$ cat src/rtl/seed_pkg.sv
package seed_pkg;

    typedef enum logic [2:0] {
        RX_IDLE,
        RX_START,
        RX_DATA,
        RX_STOP,
        RX_BREAK
    } rx_state_t;

    typedef enum logic [1:0] {
        FL_IDLE,
        FL_FILL,
        FL_FULL
    } fill_state_t;

    localparam logic [7:0] SYM_LIVE = 8'h2A;
    localparam logic [7:0] SYM_DEAD = 8'h2D;

endpackage

$ cat src/rtl/rx_sync2.sv
module rx_sync2 (
    input  logic clk,
    input  logic rst_n,
    input  logic d_async,
    output logic d_sync
);
    logic meta;

    always_ff @(posedge clk) begin
        if (!rst_n) begin
            meta   <= 1'b1;
            d_sync <= 1'b1;
        end else begin
            meta   <= d_async;
            d_sync <= meta;
        end
    end
endmodule

$ cat src/rtl/serial_byte_rx.sv
module serial_byte_rx
    import seed_pkg::*;
#(
    parameter int CLK_HZ = 50_000_000,
    parameter int BAUD   = 115_200
) (
    input  logic       clk,
    input  logic       rst_n,
    input  logic       rx_s,
    output logic       byte_stb,
    output logic [7:0] byte_val
);
    localparam int DIV  = CLK_HZ / BAUD;
    localparam int HALF = DIV / 2;
    localparam int CW   = $clog2(DIV + 1);

    rx_state_t      st, st_nx;
    logic [CW-1:0]  tick;
    logic [2:0]     bit_idx;
    logic [7:0]     shreg;
    logic           at_half, at_full;

    assign at_half = (tick == CW'(HALF - 1));
    assign at_full = (tick == CW'(DIV - 1));

    always_comb begin
        st_nx = st;
        unique case (st)
            RX_IDLE:  if (!rx_s) st_nx = RX_START;
            RX_START: if (at_half) st_nx = rx_s ? RX_IDLE : RX_DATA;
            RX_DATA:  if (at_full && bit_idx == 3'd7) st_nx = RX_STOP;
            RX_STOP:  if (at_full) st_nx = rx_s ? RX_IDLE : RX_BREAK;
            RX_BREAK: if (rx_s) st_nx = RX_IDLE;
            default:  st_nx = RX_IDLE;
        endcase
    end

    always_ff @(posedge clk) begin
        if (!rst_n) st <= RX_IDLE;
        else        st <= st_nx;
    end

    always_ff @(posedge clk) begin
        if (!rst_n) begin
            tick     <= '0;
            bit_idx  <= '0;
            shreg    <= '0;
            byte_stb <= 1'b0;
            byte_val <= '0;
        end else begin
            byte_stb <= 1'b0;
            unique case (st)
                RX_IDLE, RX_BREAK: begin
                    tick    <= '0;
                    bit_idx <= '0;
                end
                RX_START: begin
                    tick <= at_half ? '0 : tick + CW'(1);
                end
                RX_DATA: begin
                    if (at_full) begin
                        tick    <= '0;
                        shreg   <= {rx_s, shreg[7:1]};
                        bit_idx <= bit_idx + 3'd1;
                    end else begin
                        tick <= tick + CW'(1);
                    end
                end
                RX_STOP: begin
                    if (at_full) begin
                        tick <= '0;
                        if (rx_s) begin
                            byte_stb <= 1'b1;
                            byte_val <= shreg;
                        end
                    end else begin
                        tick <= tick + CW'(1);
                    end
                end
                default: tick <= '0;
            endcase
        end
    end

    // a byte is only released after a high stop sample
    assert_stop_high_R5: assert property (@(posedge clk) disable iff (!rst_n)
        byte_stb |-> $past(rx_s));

    // byte strobes never come back to back
    assert_byte_single_R9: assert property (@(posedge clk) disable iff (!rst_n)
        byte_stb |=> !byte_stb);

    // a start that fails the half-bit check yields no data phase
    assert_false_start_R10: assert property (@(posedge clk) disable iff (!rst_n)
        (st == RX_START && at_half && rx_s) |=> (st == RX_IDLE));
endmodule

$ cat src/rtl/cell_fill_ctrl.sv
module cell_fill_ctrl
    import seed_pkg::*;
#(
    parameter int CELLS = 2048
) (
    input  logic       clk,
    input  logic       rst_n,
    input  logic       load_hold,
    input  logic       byte_stb,
    input  logic [7:0] byte_val,
    output logic       cell_valid,
    output logic       cell_bit,
    output logic       load_done
);
    localparam int NW = $clog2(CELLS + 1);

    fill_state_t    st, st_nx;
    logic [NW-1:0]  filled;
    logic           is_live, is_dead, take, last;

    assign is_live = (byte_val == SYM_LIVE);
    assign is_dead = (byte_val == SYM_DEAD);
    assign take    = (st == FL_FILL) && load_hold && byte_stb && (is_live || is_dead);
    assign last    = (filled == NW'(CELLS - 1));

    always_comb begin
        st_nx = st;
        unique case (st)
            FL_IDLE: if (load_hold) st_nx = FL_FILL;
            FL_FILL: begin
                if (!load_hold)        st_nx = FL_IDLE;
                else if (take && last) st_nx = FL_FULL;
            end
            FL_FULL: if (!load_hold) st_nx = FL_IDLE;
            default: st_nx = FL_IDLE;
        endcase
    end

    always_ff @(posedge clk) begin
        if (!rst_n) st <= FL_IDLE;
        else        st <= st_nx;
    end

    always_ff @(posedge clk) begin
        if (!rst_n) begin
            cell_valid <= 1'b0;
            cell_bit   <= 1'b0;
            filled     <= '0;
        end else begin
            cell_valid <= take;
            if (take) cell_bit <= is_live;
            if (st == FL_IDLE)  filled <= '0;
            else if (take)      filled <= filled + NW'(1);
        end
    end

    assign load_done = (st == FL_FULL);

    // one-cycle cell pulses
    assert_cell_pulse_R9: assert property (@(posedge clk) disable iff (!rst_n)
        cell_valid |=> !cell_valid);

    // a cell implies the load control was held when it was taken
    assert_armed_R6: assert property (@(posedge clk) disable iff (!rst_n)
        cell_valid |-> $past(load_hold));

    // quiet once the field is full
    assert_quiet_full_R7: assert property (@(posedge clk) disable iff (!rst_n)
        (load_done && $past(load_done)) |-> !cell_valid);

    // release clears the done flag
    assert_release_R8: assert property (@(posedge clk) disable iff (!rst_n)
        !load_hold |=> !load_done);
endmodule

$ cat src/rtl/text_seed_loader.sv
module text_seed_loader
    import seed_pkg::*;
#(
    parameter int CLK_HZ  = 50_000_000,
    parameter int BAUD    = 115_200,
    parameter int FIELD_W = 64,
    parameter int FIELD_H = 32
) (
    input  logic clk,
    input  logic rst_n,
    input  logic rx_line,
    input  logic load_hold,
    output logic cell_valid,
    output logic cell_bit,
    output logic load_done
);
    localparam int CELLS = FIELD_W * FIELD_H;

    logic       rx_s;
    logic       byte_stb;
    logic [7:0] byte_val;

    rx_sync2 u_sync (
        .clk     (clk),
        .rst_n   (rst_n),
        .d_async (rx_line),
        .d_sync  (rx_s)
    );

    serial_byte_rx #(.CLK_HZ(CLK_HZ), .BAUD(BAUD)) u_rx (
        .clk      (clk),
        .rst_n    (rst_n),
        .rx_s     (rx_s),
        .byte_stb (byte_stb),
        .byte_val (byte_val)
    );

    cell_fill_ctrl #(.CELLS(CELLS)) u_fill (
        .clk        (clk),
        .rst_n      (rst_n),
        .load_hold  (load_hold),
        .byte_stb   (byte_stb),
        .byte_val   (byte_val),
        .cell_valid (cell_valid),
        .cell_bit   (cell_bit),
        .load_done  (load_done)
    );

    // a live cell follows a strobe of the live symbol
    assert_live_code_R2: assert property (@(posedge clk) disable iff (!rst_n)
        (cell_valid && cell_bit) |-> ($past(byte_stb) && $past(byte_val) == SYM_LIVE));

    // a dead cell follows a strobe of the dead symbol
    assert_dead_code_R3: assert property (@(posedge clk) disable iff (!rst_n)
        (cell_valid && !cell_bit) |-> ($past(byte_stb) && $past(byte_val) == SYM_DEAD));
endmodule

$ cat config.mk
export PLATFORM = sky130hd
export DESIGN_NAME = text_seed_loader
export DESIGN_NICKNAME = d
export VERILOG_FILES = /design/src/rtl/seed_pkg.sv /design/src/rtl/rx_sync2.sv /design/src/rtl/serial_byte_rx.sv /design/src/rtl/cell_fill_ctrl.sv /design/src/rtl/text_seed_loader.sv
export SDC_FILE = /design/constraint.sdc
export NUM_CORES = 1
export LEC_CHECK = 0
export BUFFER_PORTS_ARGS = -buffer_cell sky130_fd_sc_hd__buf_2
export CORE_MARGIN = 4
export CORE_UTILIZATION = 60
export DETAILED_ROUTE_END_ITERATION = 8
export PLACE_DENSITY = 0.84
export SLEW_MARGIN = 25
export SYNTH_ARGS = -nofsm -noshare
export SYNTH_HDL_FRONTEND = slang
export SYNTH_SLANG_ARGS = --single-unit
$ cat constraint.sdc
create_clock -name clk -period 2.3 [get_ports clk]
set_clock_uncertainty 0.05 [all_clocks]
set_input_delay 0.115 -clock clk [delete_from_list [all_inputs] [get_ports clk]]
set_output_delay 0.115 -clock clk [all_outputs]
set_load 0.02 [all_outputs]
=== Word-level counts from Yosys, hierarchy flattened ===
Index checks and enable logic that the tools add are counted.

* Equality and inequality tests: 21
* Multiplexer cells: 19
* $add $sub $neg: 3
* Bitwise gates (word level): 1
* Reductions and logical operators: 18

{| class="wikitable"
|+ Operators by type and width
! operator !! count
|-
| 3-bit two-way mux || 7
|-
| 9-bit two-way mux || 2
|-
| 9-bit one-hot mux with 2 select lines || 1
|-
| 8-bit by 6-bit equality test with 1-bit output (second input constant) || 2
|-
| 3-bit one-hot mux with 5 select lines || 1
|-
| 12-bit by 1-bit adder with 12-bit output (second input constant) || 1
|-
| 12-bit by 11-bit equality test with 1-bit output (second input constant) || 1
|-
| 2-bit two-way mux || 5
|-
| 9-bit by 1-bit adder with 9-bit output (second input constant) || 1
|-
| 9-bit by 8-bit equality test with 1-bit output (second input constant) || 1
|-
| 9-bit equality test (second input constant) || 1
|-
| 3-bit AND reduction || 3
|-
| 2-bit by 1-bit != test with 1-bit output (second input constant) || 4
|-
| 2-bit != test (second input constant) || 4
|-
| 3-bit by 2-bit equality test with 1-bit output (second input constant) || 2
|-
| 3-bit equality test (second input constant) || 2
|-
| 2-bit one-hot mux with 3 select lines || 1
|-
| 3-bit one-hot mux with 2 select lines || 1
|-
| 2-bit OR reduction || 3
|-
| 1-bit logical AND || 5
|-
| 5-bit AND reduction || 1
|-
| 2-bit AND reduction || 2
|-
| 3-bit by 1-bit adder with 3-bit output (second input constant) || 1
|-
| 3-bit by 1-bit equality test with 1-bit output (second input constant) || 1
|-
| 9 further kinds || 9
|}

* Input port bits: 4
* Register bits after elaboration: 50
* Output and inout bits: 3
* Word-level logic and storage cells: 74

=== Logic depth before layout (Yosys ltp) ===
* Word-level depth: 8
* Depth in mapped cells: 7
* Depth with buffers taken out: 6

=== Modules after synthesis ===
From an unflattened synthesis, not the netlist that was laid out.

* Cell total of the unflattened synthesis: 242
* Area total of the unflattened synthesis: 2297.2 um^2

{| class="wikitable"
|+ Modules (own cells, without submodules)
! module !! instances !! cells an instance !! area an instance (um^2) !! sequential area each (um^2)
|-
| serial_byte_rx || 1 || 140 || 1391.3 || 640.6
|-
| cell_fill_ctrl || 1 || 98 || 853.3 || 320.3
|-
| rx_sync2 || 1 || 4 || 52.6 || 40.0
|}

=== Worst setup path after synthesis ===
Ideal clock, no wire load.

* Path kind: register -> register
* Start point: register u_rx.tick[0]
* End point: register u_rx.byte_val[0]
* Period minus slack after synthesis: 1.678 ns
* Path slack: 0.622 ns
* Setup time: 0.072 ns
* Stages on the path, launching flop included: 6
* Arrival time: 1.557 ns
* Path buffers: 0
* Data required time: 2.178 ns
* Path through: dfxtp_1 ha_1 nand4bb_4 or2_1 nor3_4 mux2i_1

* Cells in the longest elaborated chain, start to end: 2

{| class="wikitable"
|+ Ends and longest elaborated chain
! item !! RTL line !! source
|-
| start: declaration || serial_byte_rx.sv:18 || <nowiki>logic [CW-1:0] tick;</nowiki>
|-
| start signal: assignment || serial_byte_rx.sv:58 || <nowiki>tick <= at_half ? '0 : tick + CW'(1);</nowiki>
|-
| start signal: assignment || serial_byte_rx.sv:66 || <nowiki>tick <= tick + CW'(1);</nowiki>
|-
| start signal: assignment || serial_byte_rx.sv:77 || <nowiki>tick <= tick + CW'(1);</nowiki>
|-
| 9-bit equality test || serial_byte_rx.sv:24 || <nowiki>assign at_full = (tick == CW'(DIV - 1));</nowiki>
|-
| 3-bit AND reduction (no source line) || - ||
|-
| end signal: assignment || serial_byte_rx.sv:74 || <nowiki>byte_val <= shreg;</nowiki>
|-
| end: declaration || serial_byte_rx.sv:11 || <nowiki>output logic [7:0] byte_val</nowiki>
|}

No other way between the ends.
A chain may end at the register's enable or synchronous reset.

=== Worst setup path after layout ===
* Start point: register u_rx.byte_val[6]
* End point: register u_fill.filled[3]

* Cells in the longest elaborated chain, start to end: 3
* Elaborated cells between the ends (all ways): 4
* Those cells by class: eq/ne (2); reduce/logical (2)

{| class="wikitable"
|+ Ends and longest elaborated chain
! item !! RTL line !! source
|-
| 8-bit by 6-bit equality test with 1-bit output, on equally long branches || cell_fill_ctrl.sv:21, cell_fill_ctrl.sv:22 ||
|-
| 1-bit logical OR * || cell_fill_ctrl.sv:23 || <nowiki>assign take = (st == FL_FILL) && load_hold && byte_stb && (is_live || is_dead);</nowiki>
|-
| 1-bit logical AND * || cell_fill_ctrl.sv:23 ||
|-
| end signal: assignment || cell_fill_ctrl.sv:53 || <nowiki>else if (take) filled <= filled + NW'(1);</nowiki>
|-
| end: declaration || cell_fill_ctrl.sv:18 || <nowiki>logic [NW-1:0] filled;</nowiki>
|}

Mark *: on every way between the ends. The rest lies on a longest branch, timed or not.

==> summary.txt <==
Synth
  – Synthesis warning total: 0
  – Top cells by area, synth: sky130_fd_sc_hd__dfxtp_1, sky130_fd_sc_hd__nand2_1, sky130_fd_sc_hd__nand3_1, sky130_fd_sc_hd__mux2i_1, sky130_fd_sc_hd__a21oi_1
  – Share of synthesized registers carrying an async set or reset: 0%
  – Proportion of synthesized chip area in sequential cells: between 40% and 50%
  – Average cell area after synthesis: approximately 9 um2
  – Cell area after synthesis: around 2200 um2
  – Most used flip-flop cell after synthesis: sky130_fd_sc_hd__dfxtp_1
  – Synth Instances: approximately 250
  – FF+latch count, synth: 50
  – Cell accounting for the most synthesized area: sky130_fd_sc_hd__dfxtp_1
  – Number of nets in the synthesized netlist: between 200 and 300
  – Synth top area share: between 40% and 50%
  – Number of enable-type register cells in the synthesized netlist: 0
  – Number of distinct library cells after synthesis: 45

Critical path
  – Kind of launch point of the worst setup path: flop
  – Beginning of the worst register-to-register path: u_rx.byte_val[6]
  – Critical path data required time: roughly 2500 ps
  – Worst endpoint data arrival time: 2130 ps
  – Worst setup slack for register-to-register paths: ~360 ps
  – Maximum fanout encountered on the critical timing path: 12
  – Reg-to-reg endpoint: u_fill.filled[3]
  – Crit. End Element: flop
  – Number of cell instances on the worst register-to-register path: 5
  – Worst setup path startpoint: u_rx.byte_val[6]
  – Kind of critical path: reg2reg

Floorplan
  – DIE WIDTH: about 69 um
  – Total Die Area: approximately 4800 um2
  – Core ar.: ~3500 um2
  – Initial standard-cell utilization of the core: 64.72%
  – I/O pin total: 7
  – Height of the chip: 69.17 um
  – Std cell rows: 21

Placement
  – Weighted congestion reported at the end of routability-driven placement: 0.8598
  – Input/output buffers: 6
  – Placement-stage worst setup slack: roughly 400 ps
  – Instance area after placement: roughly 2300 um2
  – HPWL Detailed: between 2000 and 3000 um

Pwr
  – Static leakage: slightly above 0.8 nW
  – Power density over the cells: 612.6 nW/um2
  – Max rail drop VDD: about 0.00044 V
  – Power Total: 1.495 mW

Routing
  – First-pass DRT Iterations: 5
  – Avg Vias per Cell: roughly 5.7
  – Starting DRC count in detailed routing: ~120
  – Via Count: roughly 1700
  – Drt drc: 0
  – Routed Wire Length: just under 4000 um
  – Routed len/inst: ~13 um
  – ANT nets after route: 0

Global routing
  – Largest net degree at the start of global routing: 33
  – Number of global-route vias before repair: about 1500
  – Overflow after GRT: 0
  – Number of antenna violations at the first check in global routing: 0
  – GR Util All Layers: between 10% and 20%
  – Global-route wire length before repair: about 6800 um

Cells and area
  – Core utilization of the finished layout: between 70% and 80%
  – Antenna diode instance count: 0
  – Most used cells in the layout excluding fill and tap cells: sky130_fd_sc_hd__dfxtp_1, sky130_fd_sc_hd__nand2_1, sky130_fd_sc_hd__nand3_1
  – Post-Layout Inst Area: between 2000 and 2500 um2
  – Most common cell after layout, fill and taps aside: sky130_fd_sc_hd__dfxtp_1
  – Layout Area Growth over Synthesis: 8.696%
  – Fill cell instance count of the final layout: ~280
  – Layout cells sized above 1: ~12%
  – Nets: 268

Timing
  – Hold Vio Cnt, Final: 0
  – Slew at the pin closest to its max-slew limit: 509.8 ps
  – Relative max-transition margin: ~66%
  – Final worst-path cycle share: roughly 84%
  – Crit path time final: between 1500 and 2000 ps
  – RSZ-0062 raised after global routing: no
  – Maximum achievable frequency: approximately 520 MHz
  – Setup violations, final: 0
  – Setup TNS: 0 ps
  – Fin. max-slew vios: 0
  – Final worst-path setup slack: about 360 ps

Clocking
  – Htree depth: 2
  – Number of clock sinks: 50
  – Clock root buffer: sky130_fd_sc_hd__clkbuf_8
  – TritonCTS buffer count: 5
  – Number of cells upsized or downsized after cts: 0
  – Worst-skew pair later-pin latency: 300 ps
  – Clock tree from TritonCTS: done
  – Clock transition at the register clock pins on the worst setup and hold paths after CTS: roughly 80 ps
  – Maximum buffer depth of the clock tree: 2

Hold path
  – Hold path start: load_hold
  – Hold Path Stages: 3
  – End point of the most critical hold path: u_fill.st[1]
  – Tightest Hold Check Type: in2reg

Status
  – Outcome: finished clean

Flow run
  – Max-cap violation count: 0
flip-flops by register name, summed over array words and instances (netlist names):
name               flops
u_fill.cell_valid      1
u_rx.st                3
u_rx.shreg             8
u_rx.bit_idx           3
u_sync.d_sync          1
u_fill.filled         12
u_fill.cell_bit        1
u_fill.st              2
u_rx.byte_stb          1
u_sync.meta            1
u_rx.tick              9
u_rx.byte_val          8
report_power, final:
group          internal, mW  switching (mW)
Clock                 0.320           0.275
Sequential            0.868         0.00327
Combinational       0.00981          0.0191
Total                  1.20           0.297
worst max-delay path, stage by stage, from the launching register on:
cell and delay (ps):
sky130_fd_sc_hd__dfxtp_1 320, sky130_fd_sc_hd__and4bb_2 330, sky130_fd_sc_hd__o2111ai_2 280, sky130_fd_sc_hd__buf_4 280, sky130_fd_sc_hd__or4_1 480, sky130_fd_sc_hd__a21oi_1 150
Yosys cell counts (all sizes together), types with 2 or more instances:
master   n
and3b    2
or4     11
inv      7
mux2i    9
nor4     3
o21ai   15
nor2    18
nand3   21
clkbuf   6
ha       6
or3b     2
or2      3
nor4bb   2
nand2b   3
dfxtp   50
nand2   29
xor2     2
xnor2    6
nand4    2
o31ai    9
and4     2
a21oi   17
buf      4
nor3     4
repair_timing:
| action | in CTS | in global routing |
|---|---|---|
| hold buffers | 1 | 0 |
| hold endpoints to repair | 1 | 0 |
| setup buffers | 0 | 0 |
per-stage QoR:
stage / hold WS [ps] / cells
6_report: 27.14 / 305
3_5_place_dp: 257.1 / 296
4_1_cts: 17.25 / 305
5_1_grt: 35.02 / 305
3_3_place_gp: 245.0 / 296
2_1_floorplan: 166.5 / 249
routing by layer:
layer	track usage [%]	wire length [um]
met5	0	0
met4	6.725	63
met1	23.01	1907
met2	26.06	1752
met3	5.669	150
how the worst max path moves through the flow:
stage                              to  slack, ps  depth (start not counted)
finish               u_fill.filled[3]        360                          5
global placement     u_fill.filled[3]        440                          5
detailed placement   u_fill.filled[3]        400                          5
global route         u_fill.filled[3]        190                          5
floorplan            u_rx.byte_val[0]        620                          5
CTS                 u_fill.filled[11]        390                          5
final cells by class:
type                            count  area [um2]  area share (%)
Inverter                            8       30.03           1.231
Sequential cell                    50        1001           41.03
Timing Repair Buffer               12       77.57           3.179
Multi-Input combinational cell    181        1165           47.74
Tap cell                           46       57.56           2.359
Clock buffer                        5       68.82           2.821
Clock inverter                      3       40.04           1.641
cells by family after synthesis:
logic type	Yosys count	synth area share [%]
fa+ha+maj	6	3.344
xor+xnor	8	3.122
buf+inv	18	3.511
simple gates	112	28.93
compound gates	46	12.49
mux	9	4.014
flops	50	44.59
Note: power is estimated with default switching activity, not from simulation.
